File: src/rtl/irq_stat_pkg.sv
package irq_stat_pkg;
  localparam int STAT_W     = 12;
  localparam int THR_W      = 5;
  localparam int ADDR_W     = 2;
  localparam int TX_THR_LSB = 8;
  localparam int RX_THR_LSB = 0;

  localparam int B_TXE = 0;
  localparam int B_TXF = 1;
  localparam int B_TXT = 2;
  localparam int B_RXE = 3;
  localparam int B_RXF = 4;
  localparam int B_RXT = 5;
  localparam int B_DSC = 9;
  localparam int B_PKT = 10;
  localparam int B_ERR = 11;

  typedef logic [STAT_W-1:0] stat_vec_t;

  localparam stat_vec_t LIVE_MASK = stat_vec_t'((1 << B_TXE) | (1 << B_TXF) | (1 << B_TXT) |
                                                (1 << B_RXE) | (1 << B_RXF) | (1 << B_RXT) |
                                                (1 << B_DSC) | (1 << B_PKT) | (1 << B_ERR));

  typedef enum logic [ADDR_W-1:0] {
    SEL_STAT    = 2'd0,
    SEL_LATCHEN = 2'd1,
    SEL_LINEEN  = 2'd2,
    SEL_THR     = 2'd3
  } reg_sel_e;
endpackage

File: src/rtl/irq_level_cmp.sv
module irq_level_cmp #(
  parameter int LVL_W = 6,
  parameter int THR_W = 5,
  parameter bit ABOVE = 1'b0
) (
  input  logic [LVL_W-1:0] level,
  input  logic [THR_W-1:0] thr,
  output logic             hit
);
  localparam int CMP_W = (LVL_W > THR_W) ? LVL_W : THR_W;

  function automatic logic at_or_below(input logic [LVL_W-1:0] l, input logic [THR_W-1:0] t);
    return CMP_W'(l) <= CMP_W'(t);
  endfunction

  function automatic logic at_or_above(input logic [LVL_W-1:0] l, input logic [THR_W-1:0] t);
    return CMP_W'(l) >= CMP_W'(t);
  endfunction

  generate
    if (ABOVE) begin : g_above
      assign hit = at_or_above(level, thr);
    end else begin : g_below
      assign hit = at_or_below(level, thr);
    end
  endgenerate
endmodule

File: src/rtl/irq_cfg_regs.sv
module irq_cfg_regs
  import irq_stat_pkg::*;
#(
  parameter int DATA_W = 32
) (
  input  logic              clk,
  input  logic              rst_n,
  input  logic              wr,
  input  reg_sel_e          sel,
  input  logic [DATA_W-1:0] wdata,
  output stat_vec_t         latch_en_q,
  output stat_vec_t         line_en_q,
  output logic [THR_W-1:0]  tx_thr_q,
  output logic [THR_W-1:0]  rx_thr_q
);
  stat_vec_t wmask;
  assign wmask = wdata[STAT_W-1:0] & LIVE_MASK;

  always_ff @(posedge clk or negedge rst_n) begin
    if (!rst_n) begin
      latch_en_q <= '0;
      line_en_q  <= '0;
      tx_thr_q   <= '0;
      rx_thr_q   <= '0;
    end else if (wr) begin
      case (sel)
        SEL_LATCHEN: latch_en_q <= wmask;
        SEL_LINEEN:  line_en_q  <= wmask;
        SEL_THR: begin
          tx_thr_q <= wdata[TX_THR_LSB +: THR_W];
          rx_thr_q <= wdata[RX_THR_LSB +: THR_W];
        end
        default: ;
      endcase
    end
  end

  // masked enables never hold a reserved bit
  p_en_rsvd_r12: assert property (@(posedge clk) disable iff (!rst_n)
    ((latch_en_q | line_en_q) & ~LIVE_MASK) == '0);
endmodule

File: src/rtl/irq_sticky_bank.sv
module irq_sticky_bank
  import irq_stat_pkg::*;
(
  input  logic      clk,
  input  logic      rst_n,
  input  stat_vec_t ev_vec,
  input  stat_vec_t latch_en,
  input  stat_vec_t clr_mask,
  output stat_vec_t stat_q
);
  stat_vec_t gated_ev;
  assign gated_ev = ev_vec & latch_en & LIVE_MASK;

  genvar i;
  generate
    for (i = 0; i < STAT_W; i++) begin : g_bit
      always_ff @(posedge clk or negedge rst_n) begin
        if (!rst_n)             stat_q[i] <= 1'b0;
        else if (gated_ev[i])   stat_q[i] <= 1'b1;
        else if (clr_mask[i])   stat_q[i] <= 1'b0;
      end
    end
  endgenerate

  // set bits with no clear request stay set
  p_sticky_r3: assert property (@(posedge clk) disable iff (!rst_n)
    1'b1 |=> ((stat_q & $past(stat_q & ~clr_mask)) == $past(stat_q & ~clr_mask)));
  // a bit may only rise where its latch enable was set
  p_gate_r4: assert property (@(posedge clk) disable iff (!rst_n)
    1'b1 |=> ((stat_q & ~$past(stat_q) & ~$past(latch_en)) == '0));
  // an enabled event always leaves its bit set, even against a clear
  p_ev_wins_r6: assert property (@(posedge clk) disable iff (!rst_n)
    1'b1 |=> (($past(ev_vec & latch_en & LIVE_MASK) & ~stat_q) == '0));
  // a clear with no competing event empties the bit
  p_clear_r5: assert property (@(posedge clk) disable iff (!rst_n)
    1'b1 |=> ((stat_q & $past(clr_mask & ~(ev_vec & latch_en))) == '0));
  // reserved status bits stay zero
  p_stat_rsvd_r12: assert property (@(posedge clk) disable iff (!rst_n)
    (stat_q & ~LIVE_MASK) == '0);
endmodule

File: src/rtl/irq_status_unit.sv
module irq_status_unit
  import irq_stat_pkg::*;
#(
  parameter int DATA_W = 32,
  parameter int LVL_W  = 6
) (
  input  logic              clk,
  input  logic              rst_n,
  input  logic              reg_wr,
  input  logic [1:0]        reg_addr,
  input  logic [DATA_W-1:0] reg_wdata,
  output logic [DATA_W-1:0] reg_rdata,
  input  logic              ev_tx_empty,
  input  logic              ev_tx_full,
  input  logic              ev_rx_empty,
  input  logic              ev_rx_full,
  input  logic              ev_desc_done,
  input  logic              ev_pkt_done,
  input  logic              ev_xfer_err,
  input  logic              soft_rst_req,
  input  logic [LVL_W-1:0]  tx_level,
  input  logic [LVL_W-1:0]  rx_level,
  output logic              irq_o
);
  reg_sel_e         sel;
  stat_vec_t        latch_en_q, line_en_q, stat_q, ev_vec, clr_mask, armed;
  logic [THR_W-1:0] tx_thr_q, rx_thr_q;
  logic             tx_thr_hit, rx_thr_hit;
  logic             unused_wdata_hi;

  assign sel             = reg_sel_e'(reg_addr);
  assign unused_wdata_hi = ^reg_wdata;

  irq_cfg_regs #(.DATA_W(DATA_W)) u_cfg (
    .clk        (clk),
    .rst_n      (rst_n),
    .wr         (reg_wr),
    .sel        (sel),
    .wdata      (reg_wdata),
    .latch_en_q (latch_en_q),
    .line_en_q  (line_en_q),
    .tx_thr_q   (tx_thr_q),
    .rx_thr_q   (rx_thr_q)
  );

  irq_level_cmp #(.LVL_W(LVL_W), .THR_W(THR_W), .ABOVE(1'b0)) u_tx_cmp (
    .level (tx_level),
    .thr   (tx_thr_q),
    .hit   (tx_thr_hit)
  );

  irq_level_cmp #(.LVL_W(LVL_W), .THR_W(THR_W), .ABOVE(1'b1)) u_rx_cmp (
    .level (rx_level),
    .thr   (rx_thr_q),
    .hit   (rx_thr_hit)
  );

  always_comb begin
    ev_vec        = '0;
    ev_vec[B_TXE] = ev_tx_empty | soft_rst_req;
    ev_vec[B_TXF] = ev_tx_full;
    ev_vec[B_TXT] = tx_thr_hit;
    ev_vec[B_RXE] = ev_rx_empty | soft_rst_req;
    ev_vec[B_RXF] = ev_rx_full;
    ev_vec[B_RXT] = rx_thr_hit;
    ev_vec[B_DSC] = ev_desc_done;
    ev_vec[B_PKT] = ev_pkt_done;
    ev_vec[B_ERR] = ev_xfer_err;
  end

  assign clr_mask = (reg_wr && sel == SEL_STAT) ? (reg_wdata[STAT_W-1:0] & LIVE_MASK) : '0;

  irq_sticky_bank u_bank (
    .clk      (clk),
    .rst_n    (rst_n),
    .ev_vec   (ev_vec),
    .latch_en (latch_en_q),
    .clr_mask (clr_mask),
    .stat_q   (stat_q)
  );

  assign armed = stat_q & latch_en_q & line_en_q;
  assign irq_o = |armed;

  always_comb begin
    reg_rdata = '0;
    case (sel)
      SEL_STAT:    reg_rdata = DATA_W'(stat_q);
      SEL_LATCHEN: reg_rdata = DATA_W'(latch_en_q);
      SEL_LINEEN:  reg_rdata = DATA_W'(line_en_q);
      SEL_THR: begin
        reg_rdata[TX_THR_LSB +: THR_W] = tx_thr_q;
        reg_rdata[RX_THR_LSB +: THR_W] = rx_thr_q;
      end
      default: reg_rdata = '0;
    endcase
  end

  // the line is only raised with some status bit pending
  p_irq_needs_stat_r7: assert property (@(posedge clk) disable iff (!rst_n)
    irq_o |-> (stat_q != '0));
  // an empty transmit FIFO always meets its threshold
  p_tx_thr_r9: assert property (@(posedge clk) disable iff (!rst_n)
    (tx_level == '0 && latch_en_q[B_TXT]) |=> stat_q[B_TXT]);
  // a zero receive threshold is always met
  p_rx_thr_r10: assert property (@(posedge clk) disable iff (!rst_n)
    (rx_thr_q == '0 && latch_en_q[B_RXT]) |=> stat_q[B_RXT]);
  // a soft-reset request raises both empty bits when enabled
  p_srst_r11: assert property (@(posedge clk) disable iff (!rst_n)
    (soft_rst_req && latch_en_q[B_TXE] && latch_en_q[B_RXE]) |=> (stat_q[B_TXE] && stat_q[B_RXE]));
endmodule

File: config.mk
export PLATFORM = sky130hd
export DESIGN_NAME = irq_status_unit
export DESIGN_NICKNAME = d
export VERILOG_FILES = /design/src/rtl/irq_stat_pkg.sv /design/src/rtl/irq_level_cmp.sv /design/src/rtl/irq_cfg_regs.sv /design/src/rtl/irq_sticky_bank.sv /design/src/rtl/irq_status_unit.sv
export SDC_FILE = /design/constraint.sdc
export NUM_CORES = 1
export LEC_CHECK = 0
export BUFFER_PORTS_ARGS = -buffer_cell sky130_fd_sc_hd__buf_2
export CAP_MARGIN = 20
export CORE_MARGIN = 3
export CORE_UTILIZATION = 52
export CTS_CLUSTER_DIAMETER = 80
export CTS_CLUSTER_SIZE = 40
export DETAILED_ROUTE_END_ITERATION = 10
export GPL_TIMING_DRIVEN = 0
export PLACE_DENSITY_LB_ADDON = 0.25
export SETUP_SLACK_MARGIN = 0.1
export SLEW_MARGIN = 30
export SYNTH_ARGS = -nofsm -noshare
export SYNTH_HDL_FRONTEND = slang
export SYNTH_SLANG_ARGS = --single-unit
File: constraint.sdc
create_clock -name clk -period 3.8 [get_ports clk]
set_input_delay 0.19 -clock clk [delete_from_list [all_inputs] [get_ports clk]]
set_output_delay 0.19 -clock clk [all_outputs]
set_load 0.005 [all_outputs]
==> out/metrics.csv, run 1 <==
metric,value,unit
power_frac_seq,48.4,%
setup_viol,0,
dieArea,0.00502,mm2
min_path_type,input port to async pin,
fin_crit_sh,41.1,%
syn_area,0.00219,mm2
route.met3.wl,317,um
std_cell_rows,22,
highest_layer,met4,
clk_latency,0.28,ns
maxSlewHeadroom,45.4,%
power_density,412,mW/mm2
cts_tree,built,
vias_per_cell,5.19,
ys.flop_type,dfrtp_1,
tightest_slew,0.819,ns
detail_route.wl_per_cell,14.7,um
die_h,70.9,um
p_clk_share,25.0,%
vias,1547,
post_cts_buffers,0,
wl_met2,2090,um
cp_data_required_time,3.61,ns
rsz0062_at_grt,no,
cts_root_buffer,clkbuf_8,
synth_seq_area_share,42.3,%
ys_ff_latch,37,
synth_top_cell_by_area,dfrtp_1,
htreeDepth,2,
maxSlewViolCount,0,
register_area,926,um2
antenna_cells,0,
postLayoutCoreUtil,68.3,%
yosysTopAreaCellShare,42.3,%
start_util,56.8,%
drt_wl_total,4370,um
max_cap_viol_count,0,
antenna_found_initial,0,
critPathCaptureType,primary output,
fin_crit,1.56,ns
ys_top_cells_by_count,"dfrtp_1, mux2_2, buf_4",
post_cts_resized,0,
async_flop_share,100,%
grt_usage,17.9,%
comb_power_share,26.6,%
place_congestion,0.805,
port_buffers,45,
core-area,0.00385,mm2
grt_overflow,0,
grt_pass1_vias,1440,
p_leak,1.34,nW
fp.dieW,70.9,um
ios,90,
yosysMostFrequentCell,dfrtp_1,
synth_warnings,0,
path_max_fanout,5,
drc,0,
hold_violations,3,
violations,negative hold slack,
cts_buffers,5,
tns,0,ns
ant_nets,0,
placed_area,0.00255,mm2
final_layout_size_suffix_gt1_share,46.0,%
status,"complete, but fails checks",
yosys-top-cells-area,"dfrtp_1, mux2_2, buf_4, ha_1, mux4_1",
synth_edf_count,0,
worst_clock_skew,0.00444,ns
synthesis.instances,178,
grt_max_degree,38,
worstSetupPathType,register to primary output,
clk_pin_slew,0.07,ns
grt_pass1_wl,6900,um
worst_setup_path_start_kind,register,
ir_drop,0.308,mV
ys_types,36,
firstDrtPassIters,4,
p_switching,303,uW
nNetsFinal,317,
met1_length,1900,um
ctsHoldBuffers,0,
avgSynthCellArea,12.3,um2
p_int,784,uW
multi_input_area,0.00109,mm2
hpwl,3280,um
max-clock-path-buffers,2,
crit_arrival,1.37,ns
clock.fmax,0.640,GHz
drtIter0Drc,81,
num-fill-cells,313,
cts.sinks,37,
synthToLayoutAreaGrowth,20.4,%
whs,-0.000588,ns
netSwitchingFraction,27.9,%
stdcell_area,0.00263,mm2
[cell families (layout without fill, tap and decap cells)]
kind of cell / after synthesis / after routing / synth area share, %
buffers and inverters: 36 / 88 / 11.0
adders and majority gates: 10 / 10 / 5.72
and+or+nand+nor: 37 / 37 / 10.1
AOI/OAI and AO/OA: 20 / 20 / 6.81
DFF: 37 / 37 / 42.3
other: 1 / 21 / 0.171
muxes: 37 / 37 / 23.8
[cells in the final DEF, fill, tap and decap left out, drive strengths merged, types with 7 or more instances in the layout]
master | netlist | routed
nand2 | 11 | 11
inv | 11 | 11
clkbuf | 0 | 7
dfrtp | 37 | 37
conb | 1 | 21
mux4 | 8 | 8
nand3 | 12 | 12
ha | 10 | 10
buf | 25 | 70
mux2 | 28 | 28
[per-layer routing]
metal | up-vias | GRT usage, %
met5 | - | 0
met1 | 733 | 23.1
li1 | 755 | -
met3 | 7 | 5.54
met2 | 52 | 28.3
met4 | 0 | 6.89
[state kept, by name, summed over array words and instances (netlist names)]
signal	count
u_cfg.line_en_q	9
u_cfg.latch_en_q	9
u_cfg.tx_thr_q	5
u_bank.stat_q	9
u_cfg.rx_thr_q	5
[path summary, 6_finish.rpt]
path                                startpoint                  to  slack [ns]  cells after the start
min                                      rst_n    u_bank.stat_q[1]     -0.0006                      1
min reg2reg                 u_cfg.line_en_q[0]  u_cfg.line_en_q[0]        0.53                      1
min in group clk                   ev_tx_empty    u_bank.stat_q[0]        0.12                      3
max in group asynchronous                rst_n   u_cfg.rx_thr_q[4]        3.28                      1
max                        u_cfg.latch_en_q[5]               irq_o        2.24                      4
max reg2reg                  u_cfg.rx_thr_q[0]    u_bank.stat_q[5]        2.41                      4
[power groups by stage]
stage                     clock [mW]  sequential, mW  combinational, mW
after floorplan                    0           0.513              0.206
after global placement             0           0.527              0.285
after detailed placement           0           0.532              0.292
after CTS                      0.282           0.525              0.293
after global routing           0.293           0.537              0.323
final                          0.272           0.526              0.289
[critical path, stage by stage (launching register included)]
cell and delay (ns):
dfrtp_1 0.42, nand3_1 0.11, nand2_1 0.06, or3_1 0.37, buf_2 0.13
[layout make-up]
type,instances,area share (%)
Sequential cell,37,35.2
Timing Repair Buffer,45,8.55
Clock buffer,7,3.28
Buffer,25,7.60
Inverter,11,1.57
Multi-Input combinational cell,125,41.6
Tap cell,48,2.28
[per-stage QoR]
stage,worst slack [ns],std cells,hold WS [ns],power [mW]
floorplan,2.50,198,-0.106,0.718
global placement,2.43,291,0.339,0.812
detailed placement,2.42,291,0.327,0.824
CTS,2.22,298,0.0130,1.10
global route,2.15,298,0.0498,1.15
finish,2.24,298,-0.000588,1.09
No activity file was read; power rests on OpenSTA's default activity.
==> run 2, diff against run 1 <==
CORE_UTILIZATION = 48   (was 52)
clock period = 1.5 ns   (was 3.8 ns; I/O delays follow)
==> run 2 against run 1 <==
Net effect:
- power grew to 2.7 times the previous value
- largest power group unchanged
- hold slack improved by 0.0063 ns
- global-route usage grew 0.32 points
- die area rose by 7.6%
- the run now ends clean
- routed wire length up 9.3%
==> out/metrics.csv, run 2 (synthesis results as in run 1) <==
metric,value,unit
antenna_found_initial,0,
grt_pass1_vias,1584,
rsz0062_at_grt,yes,
nNetsFinal,330,
worstSetupPathType,register to primary output,
cp_data_required_time,1.42,ns
p_leak,1.41,nW
p_int,2.14,mW
htreeDepth,2,
grt_max_degree,38,
num-fill-cells,349,
worst_clock_skew,0.00254,ns
antenna_cells,0,
detail_route.wl_per_cell,15.2,um
cts_root_buffer,clkbuf_8,
place_congestion,0.759,
firstDrtPassIters,4,
min_path_type,input port to register,
cts_buffers,5,
worst_setup_path_start_kind,register,
clk_pin_slew,0.07,ns
setup_viol,0,
regToRegEndpoint,u_bank.stat_q[5],
grt_pass1_wl,7440,um
start_util,52.1,%
clock.fmax,0.700,GHz
die_h,73.5,um
fp.dieW,73.5,um
mostFrequentLayoutCell,buf_2,
crit_arrival,1.35,ns
min_to,u_bank.stat_q[3],
register_area,926,um2
ir_drop,0.827,mV
p_clk_share,25.7,%
worstHoldStart,ev_rx_empty,
vias,1607,
std_cell_rows,23,
cts_tree,built,
stdcell_area,0.00279,mm2
drtIter0Drc,51,
multi_input_area,0.00111,mm2
path_max_fanout,3,
power_density,1070,mW/mm2
fin_crit,1.43,ns
placed_area,0.00255,mm2
tns,0,ns
cts.sinks,37,
port_buffers,45,
max_cap_viol_count,0,
drc,0,
critPathCaptureType,primary output,
hold_violations,0,
fin_crit_sh,95.3,%
netSwitchingFraction,28.2,%
reg2reg_depth,4,
r2r-start,u_cfg.rx_thr_q[0],
ant_nets,0,
core-area,0.00420,mm2
comb_power_share,29.7,%
grt_overflow,0,
ios,90,
dieArea,0.00540,mm2
final_cell_mix,"buf_2, dfrtp_1, buf_4",
maxSlewViolCount,0,
worstHoldPathCells,3,
drt_wl_total,4770,um
vias_per_cell,5.12,
status,"complete, no violations",
synthToLayoutAreaGrowth,27.5,%
final_layout_size_suffix_gt1_share,51.9,%
tightest_slew,0.833,ns
max-clock-path-buffers,2,
clk_latency,0.29,ns
maxSlewHeadroom,44.5,%
reg_top3,"u_bank.stat_q (9), u_cfg.latch_en_q (9), u_cfg.line_en_q (9)",
hpwl,3290,um
power_frac_seq,44.6,%
p_switching,843,uW
r2r_slack,0.15,ns
grt_usage,18.2,%
-- run 2: worst max-delay path by stage --
stage | start | end | slack (ns)
finish | u_bank.stat_q[4] | irq_o | 0.07
global route | u_cfg.latch_en_q[4] | irq_o | -0.009
CTS | u_cfg.latch_en_q[4] | irq_o | 0.06
detailed placement | u_cfg.rx_thr_q[0] | u_bank.stat_q[5] | 0.13
global placement | u_cfg.rx_thr_q[0] | u_bank.stat_q[5] | 0.14
floorplan | u_cfg.rx_thr_q[0] | u_bank.stat_q[5] | 0.20
-- run 2: per-stage QoR --
stage          hold slack [ns]  cells  power (mW)  utilization, %  worst slack (ns)
2_1_floorplan           -0.221    198        1.82               -             0.197
3_3_place_gp             0.226    293        2.06            60.7             0.145
3_5_place_dp             0.219    293        2.09            60.7             0.132
4_1_cts                0.00430    311        2.93            64.8            0.0589
5_1_grt                 0.0168    314        3.17            66.3          -0.00877
6_report               0.00569    314        2.98            66.3            0.0708
-- run 2: layer usage --
layer	vias to the layer above	global-route usage (%)	part of all wire (%)
met1	769	23.9	43
met5	-	0	0
met2	62	29.8	49
met4	0	7.24	1.4
li1	770	-	-
met3	6	3.28	7.1
-- run 2: cell type report --
type	count	share of cell area [%]
Inverter	11	1.48
Multi-Input combinational cell	125	39.8
Tap cell	50	2.24
Clock inverter	1	0.180
Sequential cell	37	33.2
Buffer	25	7.18
Clock buffer	7	3.46
Timing Repair Buffer	58	12.4
-- run 2: critical path, cell delays in order, from the launching register on --
cell and delay [ns]:
dfrtp_1 0.40, nand3_1 0.09, nand4_1 0.11, or3_1 0.32
buf_2 0.14
-- run 2: timing repair --
| action | 4_1_cts | 5_1_grt |
|---|---|---|
| hold endpoints to repair | 38 | 0 |
| resized for setup | 5 | 7 |
| endpoints found under the setup margin | 6 | 11 |
| buffers inserted | 8 | 3 |
| pin swaps | 2 | 6 |
| hold buffers | 2 | 0 |
-- run 2: power by group through the flow --
stage | combinational (mW) | clock (mW) | sequential, mW
after floorplan | 0.521 | 0 | 1.30
after global placement | 0.725 | 0 | 1.34
after detailed placement | 0.741 | 0 | 1.35
after CTS | 0.819 | 0.788 | 1.32
after global routing | 0.986 | 0.828 | 1.35
final | 0.887 | 0.768 | 1.33
